[src/rtl/ctl_pkg.sv]
package ctl_pkg;

   typedef enum logic [3:0] {
      OP_NOP   = 4'h0,
      OP_STOP  = 4'h1,
      OP_MOVRR = 4'h2,
      OP_MOVIR = 4'h3,
      OP_STORE = 4'h4,
      OP_LOAD  = 4'h5,
      OP_ARITH = 4'h6,
      OP_JUMP  = 4'h7,
      OP_CALL  = 4'h8,
      OP_RET   = 4'h9,
      OP_PUSH  = 4'hA,
      OP_POP   = 4'hB
   } op_e;

   typedef struct packed {
      logic movrr;
      logic movir;
      logic store;
      logic load;
      logic arith;
      logic jump;
      logic call;
      logic ret;
      logic push;
      logic pop;
   } insn_cls_t;

endpackage

[src/rtl/ctl_classify.sv]
module ctl_classify
   import ctl_pkg::*;
#(
   parameter int CODE_W = 4
) (
   input  logic [CODE_W-1:0] op_code,
   output insn_cls_t         cls
);
   localparam int NCODES = 1 << CODE_W;

   logic [NCODES-1:0] hit;

   for (genvar k = 0; k < NCODES; k++) begin : g_hit
      assign hit[k] = (op_code == CODE_W'(k));
   end

   assign cls.movrr = hit[OP_MOVRR];
   assign cls.movir = hit[OP_MOVIR];
   assign cls.store = hit[OP_STORE];
   assign cls.load  = hit[OP_LOAD];
   assign cls.arith = hit[OP_ARITH];
   assign cls.jump  = hit[OP_JUMP];
   assign cls.call  = hit[OP_CALL];
   assign cls.ret   = hit[OP_RET];
   assign cls.push  = hit[OP_PUSH];
   assign cls.pop   = hit[OP_POP];
endmodule

[src/rtl/ctl_regsel.sv]
module ctl_regsel
   import ctl_pkg::*;
#(
   parameter int RID_W = 4,
   parameter int SP_ID = 4
) (
   input  insn_cls_t        cls,
   input  logic [RID_W-1:0] fld_a,
   input  logic [RID_W-1:0] fld_b,
   output logic [RID_W-1:0] src_a,
   output logic [RID_W-1:0] src_b,
   output logic [RID_W-1:0] dst_e,
   output logic [RID_W-1:0] dst_m
);
   localparam logic [RID_W-1:0] RID_NONE = RID_W'(1 << (RID_W - 1));
   localparam logic [RID_W-1:0] RID_SP   = RID_W'(SP_ID);

   logic stack_op;
   assign stack_op = cls.push | cls.pop | cls.call | cls.ret;

   always_comb begin
      src_a = RID_NONE;
      if (cls.movrr | cls.store | cls.arith | cls.push)
         src_a = fld_a;
      else if (cls.pop | cls.ret)
         src_a = RID_SP;

      src_b = RID_NONE;
      if (cls.arith | cls.store | cls.load)
         src_b = fld_b;
      else if (stack_op)
         src_b = RID_SP;

      dst_e = RID_NONE;
      if (cls.movrr | cls.movir | cls.arith)
         dst_e = fld_b;
      else if (stack_op)
         dst_e = RID_SP;

      dst_m = RID_NONE;
      if (cls.load | cls.pop)
         dst_m = fld_a;
   end
endmodule

[src/rtl/ctl_exesel.sv]
module ctl_exesel
   import ctl_pkg::*;
#(
   parameter int DATA_W = 32,
   parameter int CODE_W = 4,
   parameter int STEP   = 4
) (
   input  insn_cls_t         cls,
   input  logic [CODE_W-1:0] fn_code,
   input  logic [DATA_W-1:0] konst,
   input  logic [DATA_W-1:0] rd_val_a,
   input  logic [DATA_W-1:0] rd_val_b,
   output logic [DATA_W-1:0] alu_x,
   output logic [DATA_W-1:0] alu_y,
   output logic [CODE_W-1:0] alu_fn,
   output logic              flag_ld
);
   localparam logic [DATA_W-1:0] STEP_UP   = DATA_W'(STEP);
   localparam logic [DATA_W-1:0] STEP_DOWN = ~STEP_UP + DATA_W'(1);
   localparam logic [CODE_W-1:0] FN_ADD    = '0;

   logic uses_b;
   assign uses_b = cls.arith | cls.store | cls.load |
                   cls.push | cls.pop | cls.call | cls.ret;

   always_comb begin
      alu_x = '0;
      if (cls.movrr | cls.arith)
         alu_x = rd_val_a;
      else if (cls.movir | cls.store | cls.load)
         alu_x = konst;
      else if (cls.call | cls.push)
         alu_x = STEP_DOWN;
      else if (cls.ret | cls.pop)
         alu_x = STEP_UP;
   end

   assign alu_y   = uses_b ? rd_val_b : '0;
   assign alu_fn  = cls.arith ? fn_code : FN_ADD;
   assign flag_ld = cls.arith;
endmodule

[src/rtl/ctl_memsel.sv]
module ctl_memsel
   import ctl_pkg::*;
#(
   parameter int DATA_W = 32
) (
   input  insn_cls_t         cls,
   input  logic              br_taken,
   input  logic [DATA_W-1:0] konst,
   input  logic [DATA_W-1:0] seq_pc,
   input  logic [DATA_W-1:0] rd_val_a,
   input  logic [DATA_W-1:0] mem_rdata,
   input  logic [DATA_W-1:0] alu_res,
   output logic [DATA_W-1:0] mem_addr,
   output logic [DATA_W-1:0] mem_wdata,
   output logic              mem_rd,
   output logic              mem_wr,
   output logic [DATA_W-1:0] pc_new
);
   logic addr_from_alu, addr_from_sp, go_const;

   assign addr_from_alu = cls.store | cls.push | cls.call | cls.load;
   assign addr_from_sp  = cls.pop | cls.ret;
   assign go_const      = cls.call | (cls.jump & br_taken);

   assign mem_rd = cls.load | cls.pop | cls.ret;
   assign mem_wr = cls.store | cls.push | cls.call;

   always_comb begin
      mem_addr = '0;
      if (addr_from_alu)
         mem_addr = alu_res;
      else if (addr_from_sp)
         mem_addr = rd_val_a;

      mem_wdata = '0;
      if (cls.call)
         mem_wdata = seq_pc;
      else if (cls.store | cls.push)
         mem_wdata = rd_val_a;

      pc_new = seq_pc;
      if (go_const)
         pc_new = konst;
      else if (cls.ret)
         pc_new = mem_rdata;
   end
endmodule

[src/rtl/seq_ctl_unit.sv]
module seq_ctl_unit
   import ctl_pkg::*;
#(
   parameter int DATA_W = 32,
   parameter int CODE_W = 4,
   parameter int RID_W  = 4,
   parameter int SP_ID  = 4,
   parameter int STEP   = 4
) (
   input  logic [CODE_W-1:0] op_code,
   input  logic [CODE_W-1:0] fn_code,
   input  logic [RID_W-1:0]  fld_a,
   input  logic [RID_W-1:0]  fld_b,
   input  logic [DATA_W-1:0] konst,
   input  logic [DATA_W-1:0] seq_pc,
   input  logic [DATA_W-1:0] rd_val_a,
   input  logic [DATA_W-1:0] rd_val_b,
   input  logic [DATA_W-1:0] mem_rdata,
   input  logic [DATA_W-1:0] alu_res,
   input  logic              br_taken,
   output logic [RID_W-1:0]  src_a,
   output logic [RID_W-1:0]  src_b,
   output logic [RID_W-1:0]  dst_e,
   output logic [RID_W-1:0]  dst_m,
   output logic [DATA_W-1:0] alu_x,
   output logic [DATA_W-1:0] alu_y,
   output logic [CODE_W-1:0] alu_fn,
   output logic              flag_ld,
   output logic [DATA_W-1:0] mem_addr,
   output logic [DATA_W-1:0] mem_wdata,
   output logic              mem_rd,
   output logic              mem_wr,
   output logic [DATA_W-1:0] pc_new
);
   if (CODE_W < 4) begin : g_bad_code
      $error("seq_ctl_unit: CODE_W must be at least 4");
   end
   if (RID_W < 4) begin : g_bad_rid
      $error("seq_ctl_unit: RID_W must be at least 4");
   end
   if (SP_ID >= (1 << (RID_W - 1))) begin : g_bad_sp
      $error("seq_ctl_unit: SP_ID collides with the no-register ID");
   end
   if (STEP <= 0 || DATA_W < 8) begin : g_bad_data
      $error("seq_ctl_unit: STEP must be positive and DATA_W at least 8");
   end

   insn_cls_t cls;

   ctl_classify #(.CODE_W(CODE_W)) u_cls (
      .op_code (op_code),
      .cls     (cls)
   );

   ctl_regsel #(.RID_W(RID_W), .SP_ID(SP_ID)) u_reg (
      .cls   (cls),
      .fld_a (fld_a),
      .fld_b (fld_b),
      .src_a (src_a),
      .src_b (src_b),
      .dst_e (dst_e),
      .dst_m (dst_m)
   );

   ctl_exesel #(.DATA_W(DATA_W), .CODE_W(CODE_W), .STEP(STEP)) u_exe (
      .cls      (cls),
      .fn_code  (fn_code),
      .konst    (konst),
      .rd_val_a (rd_val_a),
      .rd_val_b (rd_val_b),
      .alu_x    (alu_x),
      .alu_y    (alu_y),
      .alu_fn   (alu_fn),
      .flag_ld  (flag_ld)
   );

   ctl_memsel #(.DATA_W(DATA_W)) u_mem (
      .cls       (cls),
      .br_taken  (br_taken),
      .konst     (konst),
      .seq_pc    (seq_pc),
      .rd_val_a  (rd_val_a),
      .mem_rdata (mem_rdata),
      .alu_res   (alu_res),
      .mem_addr  (mem_addr),
      .mem_wdata (mem_wdata),
      .mem_rd    (mem_rd),
      .mem_wr    (mem_wr),
      .pc_new    (pc_new)
   );
endmodule

[config.mk]
export PLATFORM = sky130hd
export DESIGN_NAME = seq_ctl_unit
export DESIGN_NICKNAME = d
export VERILOG_FILES = /design/src/rtl/ctl_pkg.sv /design/src/rtl/ctl_classify.sv /design/src/rtl/ctl_regsel.sv /design/src/rtl/ctl_exesel.sv /design/src/rtl/ctl_memsel.sv /design/src/rtl/seq_ctl_unit.sv
export SDC_FILE = /design/constraint.sdc
export NUM_CORES = 1
export LEC_CHECK = 0
export BUFFER_PORTS_ARGS = -buffer_cell sky130_fd_sc_hd__clkbuf_2
export CORE_AREA = 4 4 149 151
export DETAILED_ROUTE_END_ITERATION = 8
export DIE_AREA = 0 0 153 155
export GPL_TIMING_DRIVEN = 0
export SETUP_SLACK_MARGIN = 0.3
export SLEW_MARGIN = 20
export SYNTH_ARGS = -nofsm -noshare
export SYNTH_HDL_FRONTEND = slang
export SYNTH_SLANG_ARGS = --single-unit
[constraint.sdc]
create_clock -name vclk -period 1.7
set_input_delay 0.085 -clock vclk [all_inputs]
set_output_delay 0.085 -clock vclk [all_outputs]
set_load 0.005 [all_outputs]
# [Yosys cells after proc, flatten, opt, wreduce, memory -nomap -nowiden]
# Index checks and enable logic that the tools add are counted.
[op_classes] eq_ne=10 n_mux=18 bitwise_logic=26
[op_table] operator="$mux 32" count=10
[op_table] operator="$mux 4" count=7
[op_table] operator="$or 1x1->1" count=25
[op_table] operator="$eq 4x3->1 const B" count=4
[op_table] operator="$eq 4x4->1 const B" count=4
[op_table] operator="$eq 4x2->1 const B" count=2
[op_table] operator="$mux 3" count=1
[op_table] operator="$and 1x1->1" count=1
[totals] ff_bits=0 input_bits=209

# [Depth between registers and ports, before layout]
# Gate-level depths: netlist (run 1).
[depth] ltp_word=8 mapped_depth=7 mapped_depth_nobuf=3

# [Cells and area by module]
# From an unflattened synthesis (run 1), not the netlist that was laid out.
[hier_totals] hier_cells=379 area_unflattened_um2=2985.4
[modules_own_cells] module="ctl_memsel" n_inst=1 cells_each=252 area_per_inst_um2=1954.4
[modules_own_cells] module="ctl_exesel" n_inst=1 cells_each=92 area_per_inst_um2=708.2
[modules_own_cells] module="ctl_regsel" n_inst=1 cells_each=24 area_per_inst_um2=201.4
[modules_own_cells] module="ctl_classify" n_inst=1 cells_each=11 area_per_inst_um2=121.4

# [Worst setup path after synthesis (run 1)]
# OpenSTA, ideal clock, no wires.
[synth_timing] path_kind="input to output" startpoint="in op_code[1]" endpoint="out pc_new[10]" arrival_ps=1489 slack_ps=126 path_stages=6 path_buffers=3 cell_sequence="buf_2 -> nor4bb_1 -> buf_2 -> buf_2 -> mux2_2 -> mux2_1"
[synth_between] elab_chain_cells=4 elab_cells_between_ends=7 classes_between="3 x eq/ne; 2 x mux; 2 x bitwise"
[synth_rtl] item="start, declared" line_no="seq_ctl_unit.sv:10" text="input logic [CODE_W-1:0] op_code,"
[synth_rtl] item="$eq 4x3->1" line_no="ctl_classify.sv:14" text="assign hit[k] = (op_code == CODE_W'(k));"
[synth_rtl] item="$and 1x1->1" line_no="ctl_memsel.sv:23" text="assign go_const = cls.call | (cls.jump & br_taken);"
[synth_rtl] item="$or 1x1->1" line_no="ctl_memsel.sv:23"
[synth_rtl] item="$mux 32 (*)" line_no="ctl_memsel.sv:42" text="if (go_const)"
[synth_rtl] item="end, declared" line_no="seq_ctl_unit.sv:33" text="output logic [DATA_W-1:0] pc_new"
# Mark *: on every way between the ends. The rest lies on a longest branch, timed or not.

# [Worst setup path after layout (run 1)]
[layout_timing] startpoint="in op_code[1]" endpoint="out pc_new[14]"
# The elaborated chain is that of the path after synthesis.

==> run_results.csv, run 1 <==
group,metric,value,unit
synthesis,yosysTopAreaCellShare,22.2,%
setup_path,cp-end-kind,"primary output",
finish,final_nets,1006,
finish,multi_input_area,3080,um2
timing,setup_viol,0,
detailed_routing,drtPass1Iterations,4,
floorplanning,start_util,12.1,%
synthesis,avgSynthCellArea,7.02,um2
finish,nFlopsAndLatches,0,
detailed_routing,drt_iter0_markers,197,
detailed_routing,ant_nets,0,
pwr,p_leak,0.00359,uW
placed_design,dp_cells,1024,
grt,grt_max_degree,11,
run_status,status,"complete, no violations",
floorplanning,rows,53,
pwr,p_per_area,274,nW/um2
setup_path,slowest_stage,"nor4bb_4",
finish,n_fill_cell,2235,
detailed_routing,vias_per_cell,4.45,
floorplanning,die_w,153,um
min_path,hp-start,"fld_a[3]",
placed_design,io_buffer_count,389,
timing,drv_slew,0,
detailed_routing,wl_per_cell,19.8,um
finish,ff_latch_area,0,um2
setup_path,path_cells,"buf_12 > nor4bb_4 > buf_6 > buf_12 > clkbuf_16 > mux2_4 > mux2_4 > buf_6",
synthesis,yosysTopAreaCell,"a22o_1",
setup_path,critPathArrivalTime,1.61,ns
synthesis,seq_area_frac_synth,0,%
pwr,ir_drop,0.000103,V
floorplanning,pin_count,392,
setup_path,critPathMaxStageDelay,0.29,ns
detailed_routing,drt_wl_total,21.2,mm
finish,area_delta_synth_final,163,%
synthesis,synth_nets,569,
setup_path,crit_type,"in -> out",
placed_design,place.gp.congestion,0.939,
timing,slew_headroom,73.8,%
min_path,min_path_type,"in -> out",
setup_path,crit_path_start_kind,"input pin",
floorplanning,die_h,155,um
placed_design,hpwl,16.3,mm
timing,rsz0062_at_grt,"yes",
setup_path,crit_fanout,5,
synthesis,synthTopCellsByArea,"a22o_1 22%, mux2_1 15%, mux2_2 14%",
timing,hold_viol,0,
floorplanning,die-area,23700,um2
detailed_routing,via_count,4765,
setup_path,cp.required,1.62,ns
detailed_routing,drc_errors,0,
grt,grt_pass1_vias,4800,
timing,fin_crit,1.70,ns
min_path,hold_depth,4,
grt,grt_pass1_wl,29.3,mm
finish,drive_above_1_share,78.6,%
finish,nClkBuffers,0,
synthesis,ys_types,32,
finish,diodes,0,
finish,fin_cells,1070,
synthesis,synth_cells,360,
floorplanning,core_region_area,20800,um2
timing,min_period_over_period,100,%
grt,antenna_found_initial,0,
setup_path,cp_num_buf_inv,5,
grt,grt_overflow_total,0,
finish,fin_util,31.9,%
clock_network,hold_buffers,0,
grt,track_usage,15.7,%
timing,fmax,588,MHz
synthesis,synth.cell_area,2530,um2
setup_path,path_delay_family,"buffers and inverters",
synthesis,ys_warn_count,0,
timing,worst_pin_slew,0.392,ns
job,cap_violations,0,
min_path,holdPathEnd,"dst_m[3]",
[cell usage in the layout (no fill, tap or decap), drive strengths merged]
| cell | instances |
|---|---|
| or3b | 2 |
| bufbuf | 1 |
| or2 | 2 |
| a21o | 2 |
| inv | 4 |
| o221ai | 2 |
| nor3 | 29 |
| nand2b | 1 |
| and3b | 2 |
| a41oi | 1 |
| mux2 | 64 |
| nand3b | 1 |
| and2 | 10 |
| and3 | 5 |
| nor2b | 36 |
| a21oi | 41 |
| nand2 | 7 |
| and2b | 1 |
| nor4b | 1 |
| a32oi | 1 |
| nor4bb | 1 |
| a22o | 64 |
| clkbuf | 331 |
| nor2 | 36 |
| o21a | 1 |
| o21ai | 3 |
| clkinvlp | 1 |
| buf | 145 |
[Yosys cell counts (2+ instances only)]
library cell / n
a22o_1: 64
a21oi_1: 40
nor2_1: 36
nor2b_1: 36
mux2_1: 33
mux2_2: 31
nor3_1: 29
clkbuf_1: 19
buf_2: 15
and2_1: 10
nand2_1: 7
buf_4: 6
and3_1: 5
inv_1: 5
a21o_1: 2
and3b_1: 2
buf_1: 2
o21ai_0: 2
o221ai_1: 2
or3b_2: 2
[power by group]
part | total, uW | leakage (uW) | switching (uW) | internal, uW
sequential | 0 | 0 | 0 | 0
combinational | 1820 | 0.00359 | 813 | 1010
clock | 0 | 0 | 0 | 0
total | 1820 | 0.00359 | 813 | 1010
[worst max-delay path by stage]
stage,cells past startpoint,endpoint,startpoint
finish,8,pc_new[14],op_code[1]
global route,8,pc_new[14],op_code[1]
CTS,8,pc_new[18],op_code[2]
detailed placement,6,mem_addr[20],op_code[3]
global placement,6,mem_addr[20],op_code[2]
floorplan,6,pc_new[0],op_code[2]
[layout make-up]
type / count / area share (%)
timing repair buffer: 435 / 40.6
inverter: 5 / 0.339
tap: 275 / 5.18
multi-input combinational: 313 / 46.3
buffer: 42 / 7.63
[per-layer routing]
layer,share of wire [%],track usage (%),up-vias
met1,40,19.0,2232
li1,-,-,2219
met3,6.5,1.92,28
met4,2.5,3.31,0
met2,51,29.7,286
met5,0,0,-
[kinds of logic after synthesis]
kind of cell	after synthesis	synth area share [%]
and+or+nand+nor	134	28.8
AOI/OAI and AO/OA	115	34.1
muxes	64	28.5
buffers and inverters	47	8.61
[through the flow]
step / worst slack (ns) / setup TNS [ns] / total power (uW) / hold WS, ns / area, um2
floorplan: 0.269 / 0 / 623 / 0.254 / 2800
global placement: -0.585 / -35.44 / 1360 / 0.434 / 5090
detailed placement: -0.578 / -37.31 / 1360 / 0.438 / 5090
CTS: -0.00531 / -0.00738 / 1590 / 0.438 / 5920
global route: -0.0598 / -0.725 / 1960 / 0.465 / 6640
finish: 0.0000607 / 0 / 1820 / 0.432 / 6640
[repair_timing]
item                                    CTS  global route
gates cloned                             10             2
gates resized for setup                  85           235
endpoints found under the setup margin  164           164
setup buffers                            26             8
pin swaps                                33            53
(Power assumes the default switching activity.)
==> run 2, diff against run 1 <==
--- a/config.mk
+++ b/config.mk
@@ -6,9 +6,9 @@
 export NUM_CORES = 1
 export LEC_CHECK = 0
 export BUFFER_PORTS_ARGS = -buffer_cell sky130_fd_sc_hd__clkbuf_2
-export CORE_AREA = 4 4 149 151
+export CORE_AREA = 4 4 150 152
 export DETAILED_ROUTE_END_ITERATION = 8
-export DIE_AREA = 0 0 153 155
+export DIE_AREA = 0 0 154 156
 export GPL_TIMING_DRIVEN = 0
 export SETUP_SLACK_MARGIN = 0.3
 export SLEW_MARGIN = 20
==> constraint.sdc (replaced) <==
create_clock -name vclk -period 2.04
set_input_delay 0.102 -clock vclk [all_inputs]
set_output_delay 0.102 -clock vclk [all_outputs]
set_load 0.005 [all_outputs]
==> run 2 against run 1 <==
Wire length decreased by 4.8%. Utilization decreased by 5.8 points. Cell area decreased by 17%. Cell count decreased by 2.4%. Critical endpoint is now pc_new[30]. Largest cell class unchanged.
==> run_results.csv, run 2 (synthesis gave the netlist of run 1 again) <==
group,metric,value,unit
run_status,status,"complete, no violations",
pwr,ir_drop,0.0000713,V
detailed_routing,drtPass1Iterations,4,
floorplanning,die-area,24000,um2
floorplanning,pin_count,392,
finish,area_delta_synth_final,117,%
grt,grt_overflow_total,0,
placed_design,dp_cells,1024,
pwr,p_int,638,uW
min_path,min_path_type,"in -> out",
timing,min_period_over_period,85.4,%
detailed_routing,via_count,4562,
pwr,swShare,47.0,%
placed_design,io_buffer_count,389,
pwr,combPwrFrac,100.0,%
grt,track_usage,14.8,%
pwr,p_per_area,220,nW/um2
pwr,switching_power,567,uW
setup_path,crit_path_start_kind,"input pin",
grt,grt_pass1_vias,4586,
setup_path,path_cells,"buf_12 > nor4bb_4 > buf_6 > buf_12 > buf_12 > mux2_2 > mux2_4 > clkbuf_2",
timing,slew_headroom,54.7,%
finish,drive_above_1_share,67.0,%
detailed_routing,drt_iter0_markers,199,
clock_network,hold_buffers,0,
placed_design,hpwl,16.6,mm
setup_path,cp.required,1.94,ns
min_path,hp-start,"fld_a[3]",
setup_path,cp_common_cell,"buf_12",
timing,worst_pin_slew,0.679,ns
min_path,holdPathEnd,"dst_m[3]",
timing,fin_crit,1.74,ns
detailed_routing,ant_nets,0,
floorplanning,core_region_area,21000,um2
finish,final_common_cell,"clkbuf_2",
timing,fmax,574,MHz
finish,final_nets,980,
detailed_routing,wl_per_cell,19.4,um
setup_path,critPathArrivalTime,1.64,ns
setup_path,cp-end-kind,"primary output",
job,cap_violations,0,
placed_design,pre_cts_slack,-0.322,ns
floorplanning,rows,53,
finish,ff_latch_area,0,um2
pwr,p_leak,0.00311,uW
detailed_routing,vias_per_cell,4.37,
detailed_routing,drc_errors,0,
finish,n_fill_cell,2327,
min_path,hold_depth,4,
pwr,clkPwrFrac,0,%
setup_path,crit_type,"in -> out",
floorplanning,start_util,12.0,%
setup_path,slowest_stage,"mux2_2",
finish,nFlopsAndLatches,0,
floorplanning,die_w,154,um
timing,finalWorstSetupSlack,0.298,ns
grt,antenna_found_initial,0,
detailed_routing,drt_wl_total,20.2,mm
grt,grt_max_degree,11,
setup_path,crit_fanout,5,
timing,hold_viol,0,
finish,fin_cells,1044,
finish,multi_input_area,2510,um2
grt,grt_pass1_wl,27.7,mm
setup_path,critPathMaxStageDelay,0.33,ns
timing,setup_viol,0,
placed_design,place.gp.congestion,0.848,
timing,drv_slew,0,
timing,rsz0062_at_grt,"yes",
finish,final_cell_mix,"391 x clkbuf_2, 64 x a22o_1, 38 x a21oi_1, 37 x mux2_4, 36 x nor2b_1",
floorplanning,die_h,156,um
finish,nClkBuffers,0,
pwr,seq_power_share,0,%
finish,diodes,0,
==> run 2: cell count changes in the layout (fill, tap and decap cells not counted), sizes merged <==
cell | previous run | this run
clkinvlp | 1 | 0
clkbuf | 331 | 397
inv | 4 | 5
bufbuf | 1 | 0
buf | 145 | 54
==> run 2: how the worst max path moves through the flow <==
stage,slack [ns],from,endpoint,depth (start not counted)
after detailed placement,-0.32,op_code[2],mem_addr[15],6
final,0.30,op_code[2],pc_new[30],8
after CTS,0.19,op_code[1],pc_new[16],8
after floorplan,0.43,op_code[1],pc_new[10],6
after global placement,-0.35,op_code[2],mem_addr[15],6
after global routing,0.23,op_code[2],pc_new[30],8
==> run 2: through the flow <==
| step | power, uW | cell area [um2] | TNS, ns | util, % | hold slack [ns] |
|---|---|---|---|---|---|
| 2_1_floorplan | 440 | 2530 | 0 | - | 0.288 |
| 3_3_place_gp | 1050 | 4820 | -14.04 | 22.9 | 0.469 |
| 3_5_place_dp | 1060 | 4820 | -12.76 | 22.9 | 0.467 |
| 4_1_cts | 1120 | 5130 | 0 | 24.4 | 0.467 |
| 5_1_grt | 1310 | 5480 | 0 | 26.1 | 0.500 |
| 6_report | 1200 | 5480 | 0 | 26.1 | 0.465 |
==> run 2: power groups by stage <==
stage               clock, uW  combinational, uW  sequential, uW
floorplan                   0                440               0
finish                      0               1200               0
global placement            0               1050               0
detailed placement          0               1060               0
global route                0               1310               0
CTS                         0               1120               0
==> run 2: worst max-delay path, delay by kind of cell <==
kind	cells	cell delay (ns)
and+or+nand+nor	1	0.28
buffers and inverters	5	0.66
muxes	2	0.60
==> run 2: cell type report <==
class / count / area share (%)
multi-input combinational: 313 / 45.8
timing repair buffer: 409 / 41.2
buffer: 42 / 6.37
tap: 275 / 6.28
inverter: 5 / 0.342
==> run 2: timing repair <==
| item | CTS | global route |
|---|---|---|
| setup endpoints to repair | 149 | 83 |
| pin swaps | 4 | 1 |
| resized for setup | 53 | 80 |
| buffers inserted | 11 | 6 |
| cloned | 1 | 2 |
| hold endpoints to repair | 0 | 0 |
==> run 2: layer usage <==
layer  up-vias  global-route usage [%]  routed length (um)
met5         -                       0                   0
met4         0                    2.48                 435
met3        24                    1.64                1350
met2       257                    28.1               10300
met1      2115                    18.1                8130
li1       2166                       -                   -
